## config.mk

```make
export PLATFORM = sky130hd
export DESIGN_NAME = adc_sar_ctrl
export DESIGN_NICKNAME = d
export VERILOG_FILES = /design/src/rtl/adc_sar_pkg.sv /design/src/rtl/adc_ctl_regs.sv /design/src/rtl/adc_sar_seq.sv /design/src/rtl/adc_result_regs.sv /design/src/rtl/adc_sar_ctrl.sv
export SDC_FILE = /design/constraint.sdc
export NUM_CORES = 1
export LEC_CHECK = 0
export ABC_AREA = 1
export BUFFER_PORTS_ARGS = -buffer_cell sky130_fd_sc_hd__buf_2
export CORE_MARGIN = 10
export CORE_UTILIZATION = 30
export CTS_BUF_LIST = sky130_fd_sc_hd__clkbuf_8
export DETAILED_ROUTE_END_ITERATION = 6
export PLACE_DENSITY = 0.59
export SYNTH_ARGS = -nofsm -noshare
export SYNTH_HDL_FRONTEND = slang
export SYNTH_SLANG_ARGS = --single-unit
```

## constraint.sdc

```tcl
create_clock -name clk -period 1.3 [get_ports clk]
set_input_delay 0.195 -clock clk [delete_from_list [all_inputs] [get_ports clk]]
set_output_delay 0.195 -clock clk [all_outputs]
set_load 0.02 [all_outputs]
```

## src/rtl/adc_sar_pkg.sv

```systemverilog
package adc_sar_pkg;
   typedef enum logic [1:0] {
      PH_IDLE   = 2'd0,
      PH_SAMPLE = 2'd1,
      PH_STEP   = 2'd2
   } adc_phase_e;
endpackage

```

## src/rtl/adc_ctl_regs.sv

```systemverilog
module adc_ctl_regs #(
   parameter int CH_W   = 4,
   parameter int NUM_CH = 16
) (
   input  logic            clk,
   input  logic            rst_n,
   input  logic            wr_we,
   input  logic            wr_en,
   input  logic [CH_W-1:0] wr_chan,
   input  logic [1:0]      wr_ref,
   input  logic            busy,
   output logic            en_q,
   output logic [CH_W-1:0] chan_q,
   output logic [1:0]      ref_q
);
   localparam int FULL_CH = 1 << CH_W;

   logic chan_ok;

   generate
      if (NUM_CH == FULL_CH) begin : g_all_ch
         assign chan_ok = 1'b1;
      end else begin : g_part_ch
         assign chan_ok = ({1'b0, wr_chan} < (CH_W + 1)'(NUM_CH));
      end
   endgenerate

   always_ff @(posedge clk or negedge rst_n) begin
      if (!rst_n) begin
         en_q   <= 1'b0;
         chan_q <= '0;
         ref_q  <= 2'b00;
      end else if (wr_we) begin
         en_q <= wr_en;
         if (!busy) begin
            ref_q <= wr_ref;
            if (chan_ok) chan_q <= wr_chan;
         end
      end
   end
endmodule

```

## src/rtl/adc_sar_seq.sv

```systemverilog
module adc_sar_seq
   import adc_sar_pkg::*;
#(
   parameter int RES_BITS   = 10,
   parameter int SAMPLE_CYC = 4
) (
   input  logic                clk,
   input  logic                rst_n,
   input  logic                start,
   input  logic                abort,
   input  logic                cmp_hi,
   output logic                busy,
   output logic                done,
   output logic [RES_BITS-1:0] trial,
   output logic [RES_BITS-1:0] code_now
);
   localparam int BI_W = $clog2(RES_BITS);
   localparam int SC_W = $clog2(SAMPLE_CYC + 1);

   adc_phase_e          phase;
   logic [SC_W-1:0]     smp_cnt;
   logic [BI_W-1:0]     bit_idx;
   logic [RES_BITS-1:0] sar;
   logic [RES_BITS-1:0] mask;

   assign mask     = {{(RES_BITS-1){1'b0}}, 1'b1} << bit_idx;
   assign trial    = (phase == PH_STEP) ? (sar | mask) : '0;
   assign code_now = cmp_hi ? trial : sar;
   assign busy     = (phase != PH_IDLE);
   assign done     = (phase == PH_STEP) && (bit_idx == '0) && !abort;

   always_ff @(posedge clk or negedge rst_n) begin
      if (!rst_n) begin
         phase   <= PH_IDLE;
         smp_cnt <= '0;
         bit_idx <= '0;
         sar     <= '0;
      end else if (abort) begin
         phase <= PH_IDLE;
         sar   <= '0;
      end else begin
         unique case (phase)
            PH_IDLE: begin
               if (start) begin
                  phase   <= PH_SAMPLE;
                  smp_cnt <= '0;
                  sar     <= '0;
               end
            end
            PH_SAMPLE: begin
               if (smp_cnt == SC_W'(SAMPLE_CYC - 1)) begin
                  phase   <= PH_STEP;
                  bit_idx <= BI_W'(RES_BITS - 1);
               end else begin
                  smp_cnt <= smp_cnt + SC_W'(1);
               end
            end
            PH_STEP: begin
               sar <= code_now;
               if (bit_idx == '0) phase <= PH_IDLE;
               else               bit_idx <= bit_idx - BI_W'(1);
            end
            default: phase <= PH_IDLE;
         endcase
      end
   end
endmodule

```

## src/rtl/adc_result_regs.sv

```systemverilog
module adc_result_regs #(
   parameter int RES_BITS = 10
) (
   input  logic                clk,
   input  logic                rst_n,
   input  logic                done,
   input  logic [RES_BITS-1:0] code,
   input  logic                flag_clr,
   output logic [7:0]          res_hi,
   output logic [7:0]          res_lo,
   output logic                flag
);
   logic [15:0] pad;

   assign pad = 16'(code);

   always_ff @(posedge clk or negedge rst_n) begin
      if (!rst_n) begin
         res_hi <= 8'h00;
         res_lo <= 8'h00;
         flag   <= 1'b0;
      end else begin
         if (done) begin
            res_hi <= pad[15:8];
            res_lo <= pad[7:0];
         end
         if (done)          flag <= 1'b1;
         else if (flag_clr) flag <= 1'b0;
      end
   end
endmodule

```

## src/rtl/adc_sar_ctrl.sv

```systemverilog
module adc_sar_ctrl #(
   parameter int RES_BITS   = 10,
   parameter int CH_W       = 4,
   parameter int NUM_CH     = 16,
   parameter int SAMPLE_CYC = 4
) (
   input  logic                clk,
   input  logic                rst_n,
   input  logic                wr_we,
   input  logic                wr_start,
   input  logic                wr_en,
   input  logic [CH_W-1:0]     wr_chan,
   input  logic [1:0]          wr_ref,
   input  logic                flag_clr,
   input  logic                cmp_hi,
   output logic                adc_on,
   output logic                busy,
   output logic [CH_W-1:0]     chan_sel,
   output logic                vref_pos_ext,
   output logic                vref_neg_ext,
   output logic [RES_BITS-1:0] trial_code,
   output logic [7:0]          res_hi,
   output logic [7:0]          res_lo,
   output logic                irq_flag
);
   generate
      if (RES_BITS < 9 || RES_BITS > 16) begin : g_bad_res
         $error("RES_BITS must lie in 9..16");
      end
      if (NUM_CH < 1 || NUM_CH > (1 << CH_W)) begin : g_bad_ch
         $error("NUM_CH must lie in 1..2**CH_W");
      end
      if (SAMPLE_CYC < 1) begin : g_bad_smp
         $error("SAMPLE_CYC must be at least 1");
      end
   endgenerate

   logic                start_ok;
   logic                abort;
   logic                done;
   logic [RES_BITS-1:0] code_now;
   logic [1:0]          ref_q;

   assign start_ok = wr_we && wr_start && wr_en && !busy;
   assign abort    = wr_we && !wr_en && busy;

   adc_ctl_regs #(.CH_W(CH_W), .NUM_CH(NUM_CH)) u_regs (
      .clk     (clk),
      .rst_n   (rst_n),
      .wr_we   (wr_we),
      .wr_en   (wr_en),
      .wr_chan (wr_chan),
      .wr_ref  (wr_ref),
      .busy    (busy),
      .en_q    (adc_on),
      .chan_q  (chan_sel),
      .ref_q   (ref_q)
   );

   assign vref_pos_ext = ref_q[0];
   assign vref_neg_ext = ref_q[1];

   adc_sar_seq #(.RES_BITS(RES_BITS), .SAMPLE_CYC(SAMPLE_CYC)) u_seq (
      .clk      (clk),
      .rst_n    (rst_n),
      .start    (start_ok),
      .abort    (abort),
      .cmp_hi   (cmp_hi),
      .busy     (busy),
      .done     (done),
      .trial    (trial_code),
      .code_now (code_now)
   );

   adc_result_regs #(.RES_BITS(RES_BITS)) u_res (
      .clk      (clk),
      .rst_n    (rst_n),
      .done     (done),
      .code     (code_now),
      .flag_clr (flag_clr),
      .res_hi   (res_hi),
      .res_lo   (res_lo),
      .flag     (irq_flag)
   );
endmodule

```

==> flow_metrics.env <==
export IMPL_detail_route_vias_per_cell=4.55
export IMPL_cts_root_buf="sky130_fd_sc_hd__clkbuf_8"
export IMPL_total_leakage_power_nw=1.52
export IMPL_postSynth_asyncResetShare=1.00
export IMPL_worstPathMaxFanout=10
export IMPL_grt_start_max_net_pins=38
export IMPL_clock_insertion_delay_worst_skew_ns=0.29
export IMPL_critical_path_class="flip-flop to primary output"
export IMPL_synth_edf_count=0
export IMPL_final_setup_violation_count=41
export IMPL_synth_area_um2=2000
export IMPL_tritoncts_num_buffers=5
export IMPL_buffers_on_ports=41
export IMPL_period_needed_ns=1.66
export IMPL_total_power_mw=5.30
export IMPL_critical_path_startpoint_type="flip-flop"
export IMPL_final_max_slew_violation_count=0
export IMPL_final_layout_size_suffix_gt1_frac=0.401
export IMPL_synth_seq_area_share=0.462
export IMPL_routedWlPerCell_um=14.0
export IMPL_first_pass_iters=4
export IMPL_vias_in_the_first_global_route=1853
export IMPL_clock_tree_buffer_depth=2
export IMPL_crit_path_end_kind="primary output"
export IMPL_die_width_um=102
export IMPL_ys_warn_count=0
export IMPL_initial_utilization=0.312
export IMPL_run_status="finished with violations"
export IMPL_final_hold_violation_count=0
export IMPL_drtAntennaViolNets=0
export IMPL_synth_top_cells_by_area="sky130_fd_sc_hd__dfrtp_1 46%, sky130_fd_sc_hd__nand2_1 21%, sky130_fd_sc_hd__nand3_1 6.5%"
export IMPL_synth_cell_types=25
export IMPL_top_level_ports=48
export IMPL_postRouteWirelength_um=5770
export IMPL_register_bit_total_from_synthesis=37
export IMPL_hold_path_endpoint="u_res.flag$_DFFE_PN0P_"
export IMPL_worst_r2r_startpoint="u_seq.phase[0]$_DFFE_PN0P_"
export IMPL_r2r_end="u_res.res_lo[2]$_DFFE_PN0P_"
export IMPL_chipHeight_um=102
export IMPL_final_layout_fill_cell_count=638
export IMPL_cell_count_final_fillers_out=411
export IMPL_insertedDiodeCount=0
export IMPL_ys_dominant_reg_cell="sky130_fd_sc_hd__dfrtp_1"
export IMPL_area_growth_synth_to_final_pct=42.0
export IMPL_nets=353
export IMPL_synthesis_area_per_instance_um2=7.73
export IMPL_fp_coreArea_um2=6420
export IMPL_max_freq_mhz=601
export IMPL_post_route_drc_count=0
export IMPL_yosysTopAreaCellShare=0.462
export IMPL_maxCapViolations=0
export IMPL_routed_vias=1870
export IMPL_fp_row_count=29
export IMPL_layout_worst_path_cycle_share=1.28
export IMPL_detailedPlace_worstSlack_ns=-0.0715
export IMPL_cts_tree="yes"
export IMPL_cts_reportedPaths_clkPinSlew_ns=0.08
export IMPL_setup_ws_ns=-0.363
export IMPL_grt_antenna_before_repair=0
export IMPL_design_die_area_um2=10300
export IMPL_rsz0062_at_grt="yes"
export IMPL_gp_congestion=0.824
export IMPL_detailedRoute_firstIterationViolations=90
export IMPL_syn_instance_count=259
export IMPL_cts_sinks=37
export IMPL_peak_supply_drop_mv=1.31
export IMPL_yosysTopAreaCell="sky130_fd_sc_hd__dfrtp_1"
export IMPL_hold_path_cell_count=2
export IMPL_power_per_cell_area_nw_per_um2=1860
export IMPL_wire_length_of_the_first_global_routing_pass_um=9030
export IMPL_violations="negative setup slack"
export IMPL_final_setup_skew_ns=0.00586
export IMPL_cts_htree_levels=2
export IMPL_hold_start="flag_clr"
export IMPL_whs_ns=0.0749
export IMPL_track_usage=0.107
export IMPL_worst_hold_path_type="primary input to flip-flop"
export IMPL_place_detailed_hpwl_um=3970
export IMPL_logic_depth_of_the_worst_register_to_register_path=8
export IMPL_worst_endpoint_arrival_ns=1.47
export IMPL_global_route_overflow_total=0
export IMPL_place_detailed_instances=390
export IMPL_critical_path_required_ns=1.11
export IMPL_r2r_setup_slack_ns=-0.20
[power breakdown]
group	total (mW)	internal, mW	switching [mW]
registers	1.63	1.42	0.203
clock network	1.02	0.574	0.442
logic	2.65	1.12	1.54
[registers in the layout, summed over array words and instances, names as in the netlist]
register and cells:
u_seq.sar 10, u_res.res_lo 8, u_regs.chan_q 4, u_seq.bit_idx 4, u_seq.smp_cnt 3, u_regs.ref_q 2, u_res.res_hi 2, u_seq.phase 2
u_regs.en_q 1, u_res.flag 1
[logic make-up after synthesis]
group | count (synthesis) | synth area share
AO/OA/AOI/OAI | 16 | 0.0425
XOR/XNOR | 1 | 0.00437
AND/OR/NAND/NOR | 152 | 0.317
buffers and inverters | 39 | 0.0949
other | 1 | 0.00187
adder cells (fa/ha/maj) | 7 | 0.0437
multiplexers | 6 | 0.0337
flip-flops | 37 | 0.462
[worst max-delay path by stage]
| stage | slack, ns | cells after the start | startpoint | to |
|---|---|---|---|---|
| 5_1_grt | -0.49 | 5 | u_seq.phase[1]$_DFFE_PN0P_ | trial_code[9] |
| 3_5_place_dp | -0.07 | 5 | u_seq.bit_idx[1]$_DFFE_PN0P_ | trial_code[5] |
| 6_report | -0.36 | 4 | u_seq.phase[0]$_DFFE_PN0P_ | trial_code[9] |
| 3_3_place_gp | -0.07 | 5 | u_seq.bit_idx[1]$_DFFE_PN0P_ | trial_code[5] |
| 4_1_cts | -0.38 | 5 | u_seq.bit_idx[1]$_DFFE_PN0P_ | trial_code[7] |
| 2_1_floorplan | -0.08 | 4 | u_seq.phase[0]$_DFFE_PN0P_ | trial_code[1] |
[per-stage QoR]
stage	utilization	cell area, um2	setup TNS [ns]
after floorplan	-	2040	-0.547
after global placement	0.377	2420	-0.704
after detailed placement	0.377	2420	-0.875
after CTS	0.403	2590	-3.78
after global routing	0.443	2840	-9.77
final	0.443	2840	-5.85
[synth_stat cells (2+ instances only)]
library cell	count
sky130_fd_sc_hd__o21ai_0	4
sky130_fd_sc_hd__nand3_1	26
sky130_fd_sc_hd__buf_2	2
sky130_fd_sc_hd__nand4_1	2
sky130_fd_sc_hd__dfrtp_1	37
sky130_fd_sc_hd__buf_4	7
sky130_fd_sc_hd__a21oi_1	10
sky130_fd_sc_hd__inv_1	24
sky130_fd_sc_hd__nand2_1	110
sky130_fd_sc_hd__mux2_2	6
sky130_fd_sc_hd__nor2_1	9
sky130_fd_sc_hd__buf_6	2
sky130_fd_sc_hd__ha_1	7
sky130_fd_sc_hd__nor2_4	2
[critical path, stage by stage (launching register included)]
cell                      delay [ns]
sky130_fd_sc_hd__dfrtp_2        0.44
sky130_fd_sc_hd__nor2_4         0.15
sky130_fd_sc_hd__inv_1          0.20
sky130_fd_sc_hd__a21oi_1        0.20
sky130_fd_sc_hd__buf_2          0.20
[final cells by class]
cell class | instances | area (um2) | area share
well taps | 77 | 96.3 | 0.0339
clock inverters | 3 | 46.3 | 0.0163
repair buffers | 73 | 508 | 0.179
inverters | 26 | 106 | 0.0374
clock buffers | 5 | 68.8 | 0.0242
flip-flops and latches | 37 | 928 | 0.326
repair inverters | 1 | 6.26 | 0.00220
multi-input cells | 189 | 1080 | 0.381
[layout by cell type, fill, tap and decap left out, drive strengths merged, types with 7 or more instances in the layout]
cell	count
nor2	12
inv	24
buf	72
ha	7
dfrtp	37
nand2	110
a21oi	10
nand3	27
[metal layers]
layer	vias up	share of wire	GRT usage
met5	-	0	0
met3	9	0.088	0.0449
met1	864	0.43	0.132
met2	52	0.47	0.171
li1	945	-	-
met4	0	0.012	0.0220
[repair_timing]
action | in CTS | in global routing
setup buffers | 0 | 10
endpoints found under the hold margin | 37 | 0
pin swaps | 0 | 5
resized for setup | 15 | 50
gates cloned | 0 | 2
hold buffers | 1 | 0
endpoints found under the setup margin | 37 | 45
No activity file was read; power rests on OpenSTA's default activity.
